<file path="config.mk">
export PLATFORM = sky130hd
export DESIGN_NAME = mtrap_unit
export DESIGN_NICKNAME = d
export VERILOG_FILES = /design/src/rtl/mtrap_unit.sv
export SDC_FILE = /design/constraint.sdc
export NUM_CORES = 1
export LEC_CHECK = 0
export ABC_AREA = 1
export BUFFER_PORTS_ARGS = -buffer_cell sky130_fd_sc_hd__buf_2
export CORE_MARGIN = 2
export CORE_UTILIZATION = 30
export DETAILED_ROUTE_END_ITERATION = 10
export PLACE_DENSITY = 0.59
export SYNTH_ARGS = -nofsm -noshare
export SYNTH_HDL_FRONTEND = slang
export SYNTH_SLANG_ARGS = --single-unit
</file>
<file path="constraint.sdc">
create_clock -name clk -period 3.8 [get_ports clk]
set_input_delay 0.95 -clock clk [delete_from_list [all_inputs] [get_ports clk]]
set_output_delay 0.95 -clock clk [all_outputs]
set_load 0.1 [all_outputs]
</file>
<file path="src/rtl/mtrap_unit.sv">
module mtrap_unit (
  input  logic        clk,
  input  logic        rst_n,
  input  logic        csr_en,
  input  logic [1:0]  csr_op,
  input  logic [11:0] csr_addr,
  input  logic [31:0] csr_wdata,
  output logic [31:0] csr_rdata,
  input  logic        ext_irq,
  input  logic        ecall,
  input  logic        mret,
  input  logic [31:0] pc,
  output logic        redirect,
  output logic [31:0] redirect_pc,
  input  logic        bus_we,
  input  logic [1:0]  bus_addr,
  input  logic [31:0] bus_wdata,
  output logic [31:0] bus_rdata
);
  localparam logic [11:0] A_STATUS = 12'h300, A_ENABLE = 12'h304, A_VEC = 12'h305;
  localparam logic [11:0] A_EPC = 12'h341, A_CAUSE = 12'h342, A_PEND = 12'h344;

  logic        g_en, g_prev, en_tmr, en_ext;
  logic [31:0] epc, cause, tvec;
  logic [63:0] ticks, cmp;

  wire tmr_pend = ticks >= cmp;
  wire take_ext = g_en & en_ext & ext_irq;
  wire take_tmr = g_en & en_tmr & tmr_pend & ~take_ext;
  wire irq      = take_ext | take_tmr;
  wire trap     = irq | ecall;
  wire do_ret   = mret & ~trap;
  wire do_csr   = csr_en & (csr_op != 2'b00) & ~irq;

  wire [31:0] status_v = {24'd0, g_prev, 3'd0, g_en, 3'd0};
  wire [31:0] enable_v = {20'd0, en_ext, 3'd0, en_tmr, 7'd0};
  wire [31:0] pend_v   = {20'd0, ext_irq, 3'd0, tmr_pend, 7'd0};

  always_comb begin
    case (csr_addr)
      A_STATUS: csr_rdata = status_v;
      A_ENABLE: csr_rdata = enable_v;
      A_VEC:    csr_rdata = tvec;
      A_EPC:    csr_rdata = epc;
      A_CAUSE:  csr_rdata = cause;
      A_PEND:   csr_rdata = pend_v;
      default:  csr_rdata = 32'd0;
    endcase
  end

  logic [31:0] nv;
  always_comb begin
    case (csr_op)
      2'b01:   nv = csr_wdata;
      2'b10:   nv = csr_rdata | csr_wdata;
      2'b11:   nv = csr_rdata & ~csr_wdata;
      default: nv = csr_rdata;
    endcase
  end

  always_comb begin
    case (bus_addr)
      2'd0: bus_rdata = ticks[31:0];
      2'd1: bus_rdata = ticks[63:32];
      2'd2: bus_rdata = cmp[31:0];
      default: bus_rdata = cmp[63:32];
    endcase
  end

  assign redirect    = trap | mret;
  assign redirect_pc = trap ? {tvec[31:2], 2'b00} : epc;

  always_ff @(posedge clk) begin
    if (!rst_n) begin
      g_en <= 1'b0; g_prev <= 1'b0; en_tmr <= 1'b0; en_ext <= 1'b0;
      epc <= '0; cause <= '0; tvec <= '0;
      ticks <= '0; cmp <= '1;
    end else begin
      ticks <= ticks + 64'd1;
      if (bus_we && bus_addr == 2'd2) cmp[31:0]  <= bus_wdata;
      if (bus_we && bus_addr == 2'd3) cmp[63:32] <= bus_wdata;
      if (do_csr) begin
        case (csr_addr)
          A_STATUS: begin g_en <= nv[3]; g_prev <= nv[7]; end
          A_ENABLE: begin en_tmr <= nv[7]; en_ext <= nv[11]; end
          A_VEC:    tvec  <= nv;
          A_EPC:    epc   <= nv;
          A_CAUSE:  cause <= nv;
          default: ;
        endcase
      end
      if (trap) begin
        epc    <= pc;
        cause  <= take_ext ? 32'h8000_000B : take_tmr ? 32'h8000_0007 : 32'h0000_000B;
        g_prev <= g_en;
        g_en   <= 1'b0;
      end else if (do_ret) begin
        g_en   <= g_prev;
        g_prev <= 1'b1;
      end
    end
  end

  assert_time_counts_R4: assert property (@(posedge clk) disable iff (!rst_n)
    $past(rst_n) |-> ticks == $past(ticks) + 64'd1);
  assert_trap_masks_R7: assert property (@(posedge clk) disable iff (!rst_n)
    trap |=> !g_en && g_prev == $past(g_en));
  assert_vec_aligned_R7: assert property (@(posedge clk) disable iff (!rst_n)
    (ecall || irq) |-> redirect && redirect_pc[1:0] == 2'b00);
  assert_ret_restores_R8: assert property (@(posedge clk) disable iff (!rst_n)
    (mret && !ecall && !irq) |=> g_en == $past(g_prev) && g_prev);
  assert_ext_first_R6: assert property (@(posedge clk) disable iff (!rst_n)
    take_ext |=> cause == 32'h8000_000B);
  assert_quiet_when_masked_R6: assert property (@(posedge clk) disable iff (!rst_n)
    (!g_en && !ecall && !mret) |-> !redirect);
endmodule

</file>
After elaboration in Yosys (flattened, before gate mapping)

Index checks and enable logic that the tools add are counted.

$add $sub $neg: 1
Multiply operators: 0
Div/mod/pow operators: 0
Magnitude comparators: 1
Eq/ne operators: 12
Shifts and indexed selects: 0
Mux-type cells: 19
Bitwise operators: 18
Reductions and logical operators: 18

Operator list:

| kind                  | count |
|---|---|
| $mux 32               | 9 |
| $pmux 32 s3           | 2 |
| $pmux 32 s6           | 1 |
| $eq 12x10->1 const B  | 6 |
| $add 64x1->64 const B | 1 |
| $ge 64x64->1          | 1 |
| $and 32x32->32        | 1 |
| $not 32->32           | 1 |
| $or 32x32->32         | 1 |
| $reduce_and 2->1      | 6 |
| $reduce_bool 2->1     | 6 |
| $and 1x1->1           | 8 |
| $eq 2x2->1 const B    | 4 |
| $mux 1                | 7 |
| $reduce_bool 3->1     | 2 |
| $eq 2x1->1 const B    | 2 |
| $not 1->1             | 4 |
| $or 1x1->1            | 3 |
| $logic_and 1x1->1     | 2 |
| $logic_not 2->1       | 1 |
| $reduce_or 2->1       | 1 |

Register bits: 228
Bits in latches: 0
Bits in writable memories: 0
Bits in read-only memories: 0
Input bits: 119
Output and inout port bits: 97
Logic and storage cells: 79
Memories: 0

Longest topological paths before layout

Gate-level depths: netlist (run 1).

Depth after elaboration: 10
Mapped depth: 23
Mapped depth without buffers: 22

Least setup slack after synthesis (run 1)

Ideal clock, no wire load.

Path type: reg2out
From: register cmp[63]
To: output port redirect_pc[10]
Arrival: 3899 ps
Data required time: 2850 ps
Setup slack: -1049 ps
Cell stages (with the launch flop): 18
Path buffers: 1
Cells stage by stage: dfxtp_1 > inv_1 > ha_1 > nand2_1 > nor2_1 > inv_1 > nor2_1 > nand2_1 > nor2_1 > nand2_1 > nand2_1 > nor2_1 > nand2_2 > nand2_4 > nand3_4 > inv_2 > clkbuf_1 > o21ai_0

Cells in the longest elaborated chain, start to end: 6

Ends and longest elaborated chain:

| item                      | RTL line | RTL |
|---|---|---|
| start, declared           | 25       | `logic [63:0] ticks, cmp;` |
| start signal, assigned    | 81       | `if (bus_we && bus_addr == 2'd3) cmp[63:32] <= bus_wdata;` |
| $ge 64x64->1              | 27       | `wire tmr_pend = ticks >= cmp;` |
| $and 1x1->1 (2 in series) | 29       | `wire take_tmr = g_en & en_tmr & tmr_pend & ~take_ext;` |
| $or 1x1->1                | 30       | `wire irq = take_ext \| take_tmr;` |
| $or 1x1->1                | 31       | `wire trap = irq \| ecall;` |
| $mux 32                   | 71       | `assign redirect_pc = trap ? {tvec[31:2], 2'b00} : epc;` |
| end, declared             | 14       | `output logic [31:0] redirect_pc,` |

No other way between the ends.

Worst setup path in the final report (run 1)

From: register cmp[36]
To: output port redirect_pc[5]

The elaborated chain is that of the path after synthesis.

==> results of run 1 <==
## logic make-up after synthesis
group / synth area share (%)
simple gates: 25.90
compound gates: 22.89
buf+inv: 10.55
flops: 33.63
fa+ha+maj: 5.993
xor+xnor: 1.033
## per-layer routing
layer	up-vias	routed length (microns)	global-route usage (%)
met2	604	26190	39.39
met5	-	66	0
li1	7216	-	-
met3	128	4347	5.109
met1	6958	21790	26.75
met4	10	1715	6.735
## worst paths after layout
path              cells past startpoint  startpoint  slack [ps]             end
setup reg to reg                     15     cmp[36]         600       cause[22]
setup / recovery                     15     cmp[36]        -210  redirect_pc[5]
hold reg to reg                       1    ticks[0]         450        ticks[0]
hold / removal                        1    ticks[0]         450        ticks[0]
## placed cells by master (no fill, tap or decap), types with 24 or more instances in the layout
master and instances:
dfxtp_2 38, nor3_1 58, a21oi_1 174, ha_1 34, buf_12 108, o21ai_0 166
o211ai_1 37, nand2_2 41, dfxtp_1 183, nand2_1 383, buf_4 66, nor2_1 192
clkbuf_16 31, o22ai_1 25, nand3_1 31, o21ai_4 26, o21ai_1 24, nand4_1 25
ha_4 31, inv_2 31, inv_1 222, buf_2 117
## per-stage QoR
stage / std cells / util (%)
after floorplan: 2021 / -
after global placement: 2787 / 38.46
after detailed placement: 2787 / 38.46
after CTS: 2858 / 42.47
after global routing: 2866 / 43.52
final: 2868 / 43.54
## cells in the mapped netlist, drive strengths merged, types with 2 or more instances
cell type / number / area [sq um]
o21ai: 220 / 1101
nand2: 440 / 1674
buf: 39 / 245.2
clkbuf: 58 / 217.7
nor3: 61 / 321.6
xor2: 15 / 131.4
dfxtp: 228 / 4564
a22oi: 23 / 172.7
ha: 65 / 813.3
a31oi: 3 / 18.77
and3: 2 / 12.51
o2111ai: 2 / 17.52
o211ai: 57 / 528.0
inv: 257 / 964.7
o22ai: 25 / 156.4
o221ai: 6 / 65.06
nor4: 21 / 137.6
nand3: 42 / 252.8
a21o: 2 / 15.01
a21oi: 182 / 914.6
o21a: 5 / 37.54
a22o: 2 / 17.52
a221oi: 5 / 43.79
nor2: 223 / 877.1
nor3b: 6 / 56.31
nand4: 26 / 168.9
## registers in the layout, summed over array words and instances, names as in the netlist, 32 cells and up
| name | count |
|---|---|
| cmp | 64 |
| epc | 32 |
| cause | 32 |
| tvec | 32 |
| ticks | 64 |
## power by group through the flow
stage          clock network [mW]  logic, mW  registers (mW)
2_1_floorplan                   0      0.715            2.53
5_1_grt                      2.72       1.35            2.51
3_5_place_dp                    0       1.16            2.54
3_3_place_gp                    0       1.15            2.54
6_report                     2.58       1.27            2.50
4_1_cts                      2.63       1.24            2.49
## critical path: stages (launching register included)
cell	delay, ps
dfxtp_2	340
inv_4	50
ha_4	250
nand2_2	60
nor2_4	110
nand4_1	250
nor3_2	280
nand2_2	100
nand2_4	110
nand2_4	60
nand3_4	90
clkinv_8	100
buf_12	140
clkbuf_16	170
o21ai_4	170
buf_12	190
## what timing repair did
action                                  4_1_cts  5_1_grt
cloned                                        5        2
endpoints found under the setup margin       34       34
pin swaps                                    19       32
hold endpoints to repair                      0        0
setup buffers                                18       10
gates resized for setup                     149      111
## cell type report
class / count / area (sq um)
antenna: 2 / 5.005
timing repair buffer: 302 / 3476
tap: 592 / 740.7
multi-input combinational: 1438 / 8638
clock inverter: 5 / 52.55
clock buffer: 43 / 798.3
fill: 4469 / 25080
sequential: 228 / 4638
inverter: 258 / 987.2
==> run_results.csv, run 1 <==
group,metric,value,unit
power_and_ir_drop,power,6.356,mW
clock_tree,path_clk_slew,60,ps
power_and_ir_drop,p_leak,7.998,nW
grt,grt_start_max_net_pins,53,
power_and_ir_drop,power_frac_seq,39.4,%
worst_setup_path,crit_path_start_kind,"flop",
grt,grt_pass1_vias,15300,
grt,grt_usage,22.28,%
detailed_routing,antenna_left,0,
timing,rsz0062_at_grt,"yes",
detailed_routing,wl,54100,microns
power_and_ir_drop,switching_share,31.00,%
detailed_routing,firstDrtPassIters,6,
grt,grt_antenna_before_repair,7,
clock_tree,cts.sinks,228,
worst_setup_path,critPathMaxFanout,8,
synthesis,ys_types,51,
worst_setup_path,required,2850,ps
power_and_ir_drop,combPwrFrac,20.0,%
clock_tree,cts_buffers,28,
grt,grt_overflow,0,
grt,grt_pass1_wl,83770,microns
clock_tree,ctsHoldBuffers,0,
timing,tns,-4330,ps
run_status,violations,"negative setup slack",
placement,pre_cts_slack,231.4,ps
power_and_ir_drop,switching_power,1.970,mW
synthesis,yosys_warnings,0,
job,maxCapViolations,0,
power_and_ir_drop,power_density,328.7,mW/mm^2
timing,report.final.hold_viol_count,0,
die,rows,77,
synthesis,syn-num-nets,2205,
die,dieArea,0.04695,sq mm
detailed_routing,via_per_inst,5.201,
die,core_region_area,0.04441,sq mm
timing,final.period_utilization,105.5,%
layout,final_cell_area,0.01934,sq mm
worst_setup_path,end_kind,"output port",
clock_tree,clkLatencyLatePin,560,ps
layout,syn2layout_area_growth,42.49,%
placement,port-buffer-count,215,
timing,hold-worst-slack,447.2,ps
timing,drv_slew,0,
clock_tree,cts_max_level,1,
placement,gp_congestion,1.001,
clock_tree,cts_tree,"yes",
timing,finalClockSkew,9.544,ps
detailed_routing,drc,0,
detailed_routing,drt-initial-drc-count,1130,
clock_tree,root_buffer,"clkbuf_16",
min_path,hold_path_class,"reg -> reg",
synthesis,ys_ff_latch,228,
power_and_ir_drop,ir_worst_vdd,0.3253,mV
synthesis,synthArstFlopShare,0,%
clock_tree,cts_buffer_depth,3,
timing,worst_pin_slew,914.8,ps
synthesis,netlist_instances,2021,
layout,nNetsFinal,2440,
die,die_y,216.7,microns
worst_setup_path,critPathKind,"reg -> out",
layout,layout-drive-gt1-share,27.09,%
worst_setup_path,cp.arrival,3060,ps
timing,setup-violations-final,30,
placement,dp_hpwl,37450,microns
timing,setup_ws,-209.2,ps
synthesis,synth_area,0.01357,sq mm
detailed_routing,avgRoutedWirePerCell,18.86,microns
detailed_routing,vias,14920,
synthesis,yosysSeqAreaShare,33.63,%
die,initial_core_util,30.55,%
die,die_x,216.7,microns
power_and_ir_drop,p_clk_share,40.6,%
synthesis,avgSynthCellArea,6.715,sq um
run_status,status,"finished with violations",
power_and_ir_drop,p_int,4.385,mW
synthesis,synth-edff-count,0,
timing,max_freq,249.4,MHz
timing,timing.slew.headroom,38.45,%
placement,dpl-instance-area,0.01708,sq mm
synthesis,ys.flop_type,"dfxtp_1",
timing,min_period,4009,ps
die,io_pins,216,
Power figures use the tool's default switching activity.
==> inputs of run 2 (changes only) <==
--- a/config.mk
+++ b/config.mk
@@ -14,3 +14,4 @@
 export SYNTH_ARGS = -nofsm -noshare
 export SYNTH_HDL_FRONTEND = slang
 export SYNTH_SLANG_ARGS = --single-unit
+export TNS_END_PERCENT = 50
==> run_results.csv, run 2 (synthesized netlist as in run 1, its figures left out) <==
group,metric,value,unit
run_status,status,"finished with violations",
run_status,violations,"negative setup slack",
power_and_ir_drop,ir_worst_vdd,0.3107,mV
layout,syn2layout_area_growth,38.17,%
clock_tree,root_buffer,"clkbuf_16",
die,rows,77,
worst_setup_path,cp.arrival,3080,ps
timing,setup-violations-final,32,
detailed_routing,drt-initial-drc-count,1159,
layout,nNetsFinal,2427,
grt,grt_antenna_before_repair,10,
timing,worst_pin_slew,1066,ps
clock_tree,cts_buffers,28,
detailed_routing,wl,52300,microns
layout,fin_util,42.22,%
timing,report.final.hold_viol_count,0,
detailed_routing,firstDrtPassIters,6,
detailed_routing,vias,14830,
detailed_routing,antenna_left,0,
power_and_ir_drop,p_leak,7.867,nW
die,core_region_area,0.04441,sq mm
job,maxCapViolations,0,
layout,layout-drive-gt1-share,22.39,%
detailed_routing,drc,0,
die,die_x,216.7,microns
timing,timing.slew.headroom,28.96,%
layout,fill_cells,4470,
worst_setup_path,cp_cell_sequence,"ha_4, nand2_4, nor2_4, inv_2, nor2_4, nand2_2, nor2_1, nand2_1, nand2_2, nor2_2, nand2_4, nand2_4, nand3_4, clkinv_8, clkbuf_16, o21ai_4, buf_12",
clock_tree,clkLatencyLatePin,570,ps
die,die_y,216.7,microns
worst_setup_path,max_stage_delay,350,ps
layout,seq_area,0.004594,sq mm
layout,multiInputGateArea,0.008222,sq mm
min_path,hold_path_class,"reg -> reg",
detailed_routing,avgRoutedWirePerCell,18.30,microns
placement,gp_congestion,0.9581,
worst_setup_path,required,2850,ps
timing,max_freq,247.8,MHz
worst_setup_path,cp_top_family,"simple AND/OR/NAND/NOR gates",
placement,dp_hpwl,36730,microns
grt,grt_usage,21.45,%
clock_tree,cts_buffer_depth,3,
placement,dp_cells,2785,
clock_tree,cts_max_level,1,
grt,grt_pass1_wl,80530,microns
grt,grt_overflow,0,
timing,min_period,4035,ps
worst_setup_path,worst_path_most_repeated_cell,"nand2_4",
timing,drv_slew,0,
clock_tree,cts_tree,"yes",
placement,port-buffer-count,215,
layout,layout_common_cells,"419 x nand2_1, 234 x inv_1, 206 x dfxtp_1",
layout,layout.cells.non_filler,2858,
grt,grt_pass1_vias,14680,
clock_tree,path_clk_slew,60,ps
layout,final_common_cell,"nand2_1",
worst_setup_path,slowest_stage,"dfxtp_2",
die,io_pins,216,
timing,setup_ws,-234.8,ps
worst_setup_path,critPathKind,"reg -> out",
die,initial_core_util,30.55,%
clock_tree,cts.sinks,228,
power_and_ir_drop,power_density,334.3,mW/mm^2
timing,rsz0062_at_grt,"yes",
timing,tns,-4997,ps
timing,final.period_utilization,106.2,%
worst_setup_path,r2r_slack,420,ps
layout,final_cell_area,0.01875,sq mm
worst_setup_path,end_kind,"output port",
worst_setup_path,critPathMaxFanout,8,
grt,grt_start_max_net_pins,76,
placement,dpl-instance-area,0.01702,sq mm
layout,reg_top3,"cmp x64, ticks x64",
worst_setup_path,cp_num_buf_inv,4,
worst_setup_path,crit_path_start_kind,"flop",
die,dieArea,0.04695,sq mm
timing,finalClockSkew,16.40,ps
detailed_routing,via_per_inst,5.187,
-- run 2: metal layers --
| metal | wire length [microns] | track usage (%) | up-vias |
|---|---|---|---|
| met5 | 63 | 0 | - |
| met4 | 1626 | 6.918 | 10 |
| met3 | 3931 | 4.239 | 107 |
| met2 | 24880 | 36.70 | 554 |
| met1 | 21800 | 26.99 | 6968 |
| li1 | - | - | 7186 |
-- run 2: cell type report --
type	instances	share of cell area, %
inverter	258	5.238
tap	592	3.950
antenna	6	0.08007
multi-input combinational	1438	43.85
sequential	228	24.50
timing repair inverter	1	0.06006
timing repair buffer	288	17.78
clock inverter	4	0.1268
clock buffer	43	4.417
-- run 2: report_power, final --
part | leakage [nW] | switching, mW | total, mW | internal [mW]
combinational | 5.59 | 0.817 | 1.22 | 0.403
clock | 0.420 | 1.07 | 2.55 | 1.48
sequential | 1.86 | 0.0366 | 2.49 | 2.46
total | 7.87 | 1.93 | 6.27 | 4.34
-- run 2: timing repair --
item	CTS	global route
endpoints found under the setup margin	34	37
pin swaps	7	20
gates cloned	2	7
hold endpoints to repair	0	0
hold buffers	0	0
buffers inserted	4	7
gates resized for setup	61	73
-- run 2: path summary, 6_finish.rpt --
check	depth (start not counted)	startpoint	to
worst max-delay path	17	ticks[63]	redirect_pc[5]
worst min-delay path	1	ticks[0]	ticks[0]
worst min register to register	1	ticks[0]	ticks[0]
worst max register to register	20	cmp[3]	epc[0]
-- run 2: metrics by stage --
step           total power [mW]  hold slack (ps)  worst slack [ps]
2_1_floorplan             3.242            439.2            -522.6
3_3_place_gp              3.681            448.4             22.28
3_5_place_dp              3.692            452.6             20.84
4_1_cts                   6.270            460.7            -146.4
5_1_grt                   6.483            469.2            -363.4
6_report                  6.268            459.5            -234.8
==> inputs of run 3 (changes only) <==
--- a/config.mk
+++ b/config.mk
@@ -10,7 +10,8 @@
 export CORE_MARGIN = 2
 export CORE_UTILIZATION = 30
 export DETAILED_ROUTE_END_ITERATION = 10
-export PLACE_DENSITY = 0.59
+export PLACE_DENSITY = 0.52
+export SLEW_MARGIN = 10
 export SYNTH_ARGS = -nofsm -noshare
 export SYNTH_HDL_FRONTEND = slang
 export SYNTH_SLANG_ARGS = --single-unit
==> run_results.csv, run 3 (synthesized netlist as in run 1, its figures left out) <==
group,metric,value,unit
worst_setup_path,r2r_slack,550,ps
detailed_routing,wl_met1,22560,microns
worst_setup_path,r2r_cells,15,
clock_tree,path_clk_slew,60,ps
run_status,status,"finished with violations",
power_and_ir_drop,combPwrFrac,19.6,%
layout,layout_common_cells,"401 x nand2_1, 217 x inv_1, 196 x nor2_1",
detailed_routing,top_layer_used,"met5",
placement,dp_hpwl,38320,microns
clock_tree,cts_buffer_depth,3,
detailed_routing,vias,14720,
layout,layout-drive-gt1-share,25.86,%
power_and_ir_drop,power_density,330.4,mW/mm^2
layout,multiInputGateArea,0.008493,sq mm
min_path,hold_path_class,"reg -> reg",
placement,gp_congestion,0.9886,
die,core_region_area,0.04441,sq mm
worst_setup_path,r2r_start,"ticks[1]",
detailed_routing,wl_met3,3765,microns
layout,seq_area,0.004626,sq mm
worst_setup_path,timing.rr.end,"ticks[56]",
clock_tree,cts_tree,"yes",
timing,report.final.hold_viol_count,0,
detailed_routing,antenna_left,0,
timing,final.period_utilization,102.7,%
layout,nNetsFinal,2436,
worst_setup_path,end_kind,"output port",
timing,worst_pin_slew,1077,ps
timing,timing.slew.headroom,28.19,%
die,die_x,216.7,microns
timing,drv_slew,0,
worst_setup_path,required,2850,ps
power_and_ir_drop,power_frac_seq,39.6,%
clock_tree,cts_buffers,28,
power_and_ir_drop,switching_share,31.17,%
job,maxCapViolations,0,
placement,port-buffer-count,215,
worst_setup_path,cp_cell_sequence,"inv_2, ha_4, nand2_1, nor2_2, nand4_1, nor3_2, nand2_2, nand2_4, nand2_4, nand3_4, clkinv_8, buf_16, o21ai_4, buf_12",
grt,grt_antenna_before_repair,8,
layout,syn2layout_area_growth,40.38,%
power_and_ir_drop,p_leak,7.852,nW
timing,setup-violations-final,29,
detailed_routing,drt-initial-drc-count,908,
worst_setup_path,critPathMaxFanout,8,
grt,grt_pass1_wl,83990,microns
layout,final_common_cell,"nand2_1",
grt,grt_pass1_vias,14780,
min_path,hold_path_startpoint,"cause[25]",
clock_tree,cts.sinks,228,
worst_setup_path,slowest_stage,"dfxtp_1",
timing,finalClockSkew,23.07,ps
detailed_routing,via_per_inst,5.139,
detailed_routing,avgRoutedWirePerCell,18.84,microns
die,dieArea,0.04695,sq mm
die,io_pins,216,
timing,rsz0062_at_grt,"yes",
min_path,whs_path_depth,2,
worst_setup_path,max_stage_delay,320,ps
layout,fin_util,42.89,%
clock_tree,cts_max_level,1,
power_and_ir_drop,ir_worst_vdd,0.3114,mV
die,rows,77,
detailed_routing,wl_met2,26160,microns
power_and_ir_drop,p_clk_share,40.8,%
grt,grt_start_max_net_pins,64,
clock_tree,root_buffer,"clkbuf_16",
run_status,violations,"negative setup slack",
timing,setup_ws,-104.3,ps
worst_setup_path,worst_path_most_repeated_cell,"nand2_4",
layout,reg_top3,"cmp x64, ticks x64",
timing,min_period,3904,ps
detailed_routing,wl,53950,microns
grt,grt_overflow,0,
timing,max_freq,256.1,MHz
timing,tns,-2112,ps
worst_setup_path,crit_path_start_kind,"flop",
detailed_routing,firstDrtPassIters,5,
grt,grt_usage,22.55,%
detailed_routing,drc,0,
die,initial_core_util,30.55,%
clock_tree,clkLatencyLatePin,570,ps
timing,hold-worst-slack,458.5,ps
min_path,hold_end,"cause[25]",
worst_setup_path,critPathKind,"reg -> out",
die,die_y,216.7,microns
layout,fill_cells,4510,
worst_setup_path,cp.arrival,2950,ps
power_and_ir_drop,p_int,4.332,mW
power_and_ir_drop,switching_power,1.962,mW
run 3: changes by cell type in the layout (fill, tap and decap cells not counted), sizes merged:
cell,delta
buf,+16
clkbuf,-5
clkinv,-1
clkinvlp,+1
diode,-4
inv,-1
run 3: worst max-delay path by stage:
stage	startpoint	endpoint	slack, ps	cells after the start
after CTS	ticks[1]	redirect_pc[21]	-50	20
final	cmp[39]	redirect_pc[17]	-100	14
after floorplan	csr_addr[5]	csr_rdata[24]	-520	7
after global routing	cmp[63]	redirect_pc[19]	-220	18
after detailed placement	ticks[63]	redirect_pc[10]	80	17
after global placement	ticks[63]	redirect_pc[10]	90	17
run 3: power by group through the flow:
stage | Combinational (mW) | Clock, mW | Sequential (mW)
after detailed placement | 1.15 | 0 | 2.54
after global routing | 1.31 | 2.73 | 2.50
after floorplan | 0.710 | 0 | 2.53
after CTS | 1.22 | 2.62 | 2.49
after global placement | 1.15 | 0 | 2.54
final | 1.23 | 2.57 | 2.50
run 3: area by class of cell:
cell class | instances | area share [%]
Antenna cell | 2 | 0.02627
Tap cell | 592 | 3.888
Sequential cell | 228 | 24.28
Inverter | 258 | 5.169
Clock inverter | 4 | 0.1773
Multi-Input combinational cell | 1438 | 44.58
Timing Repair Buffer | 298 | 17.57
Clock buffer | 44 | 4.308
run 3: metrics by stage:
step	setup slack [ps]	instance area (sq um)	instances	total power [mW]
after floorplan	-522.6	13680	2021	3.242
after global placement	93.65	17080	2794	3.689
after detailed placement	77.22	17080	2794	3.696
after CTS	-50.85	18810	2862	6.329
after global routing	-223.1	19050	2863	6.537
final	-104.3	19050	2864	6.294
run 3: worst max-delay path, delay by kind of cell, from the launching register on:
kind                     cells  cell delay [ps]
buffers and inverters        4              590
flip-flops                   1              320
adder cells (fa/ha/maj)      1              270
AND/OR/NAND/NOR              8             1020
AO/OA/AOI/OAI                1              180
run 3: timing repair:
item | 4_1_cts | 5_1_grt
pin swaps | 42 | 12
buffers inserted | 17 | 0
resized for setup | 172 | 48
hold buffers | 0 | 0
cloned | 3 | 0
setup endpoints to repair | 34 | 34
run 3: per-layer routing:
layer,vias up,track usage (%)
met3,95,4.772
met5,-,0
met4,10,6.689
li1,7207,-
met1,6922,27.87
met2,484,39.24
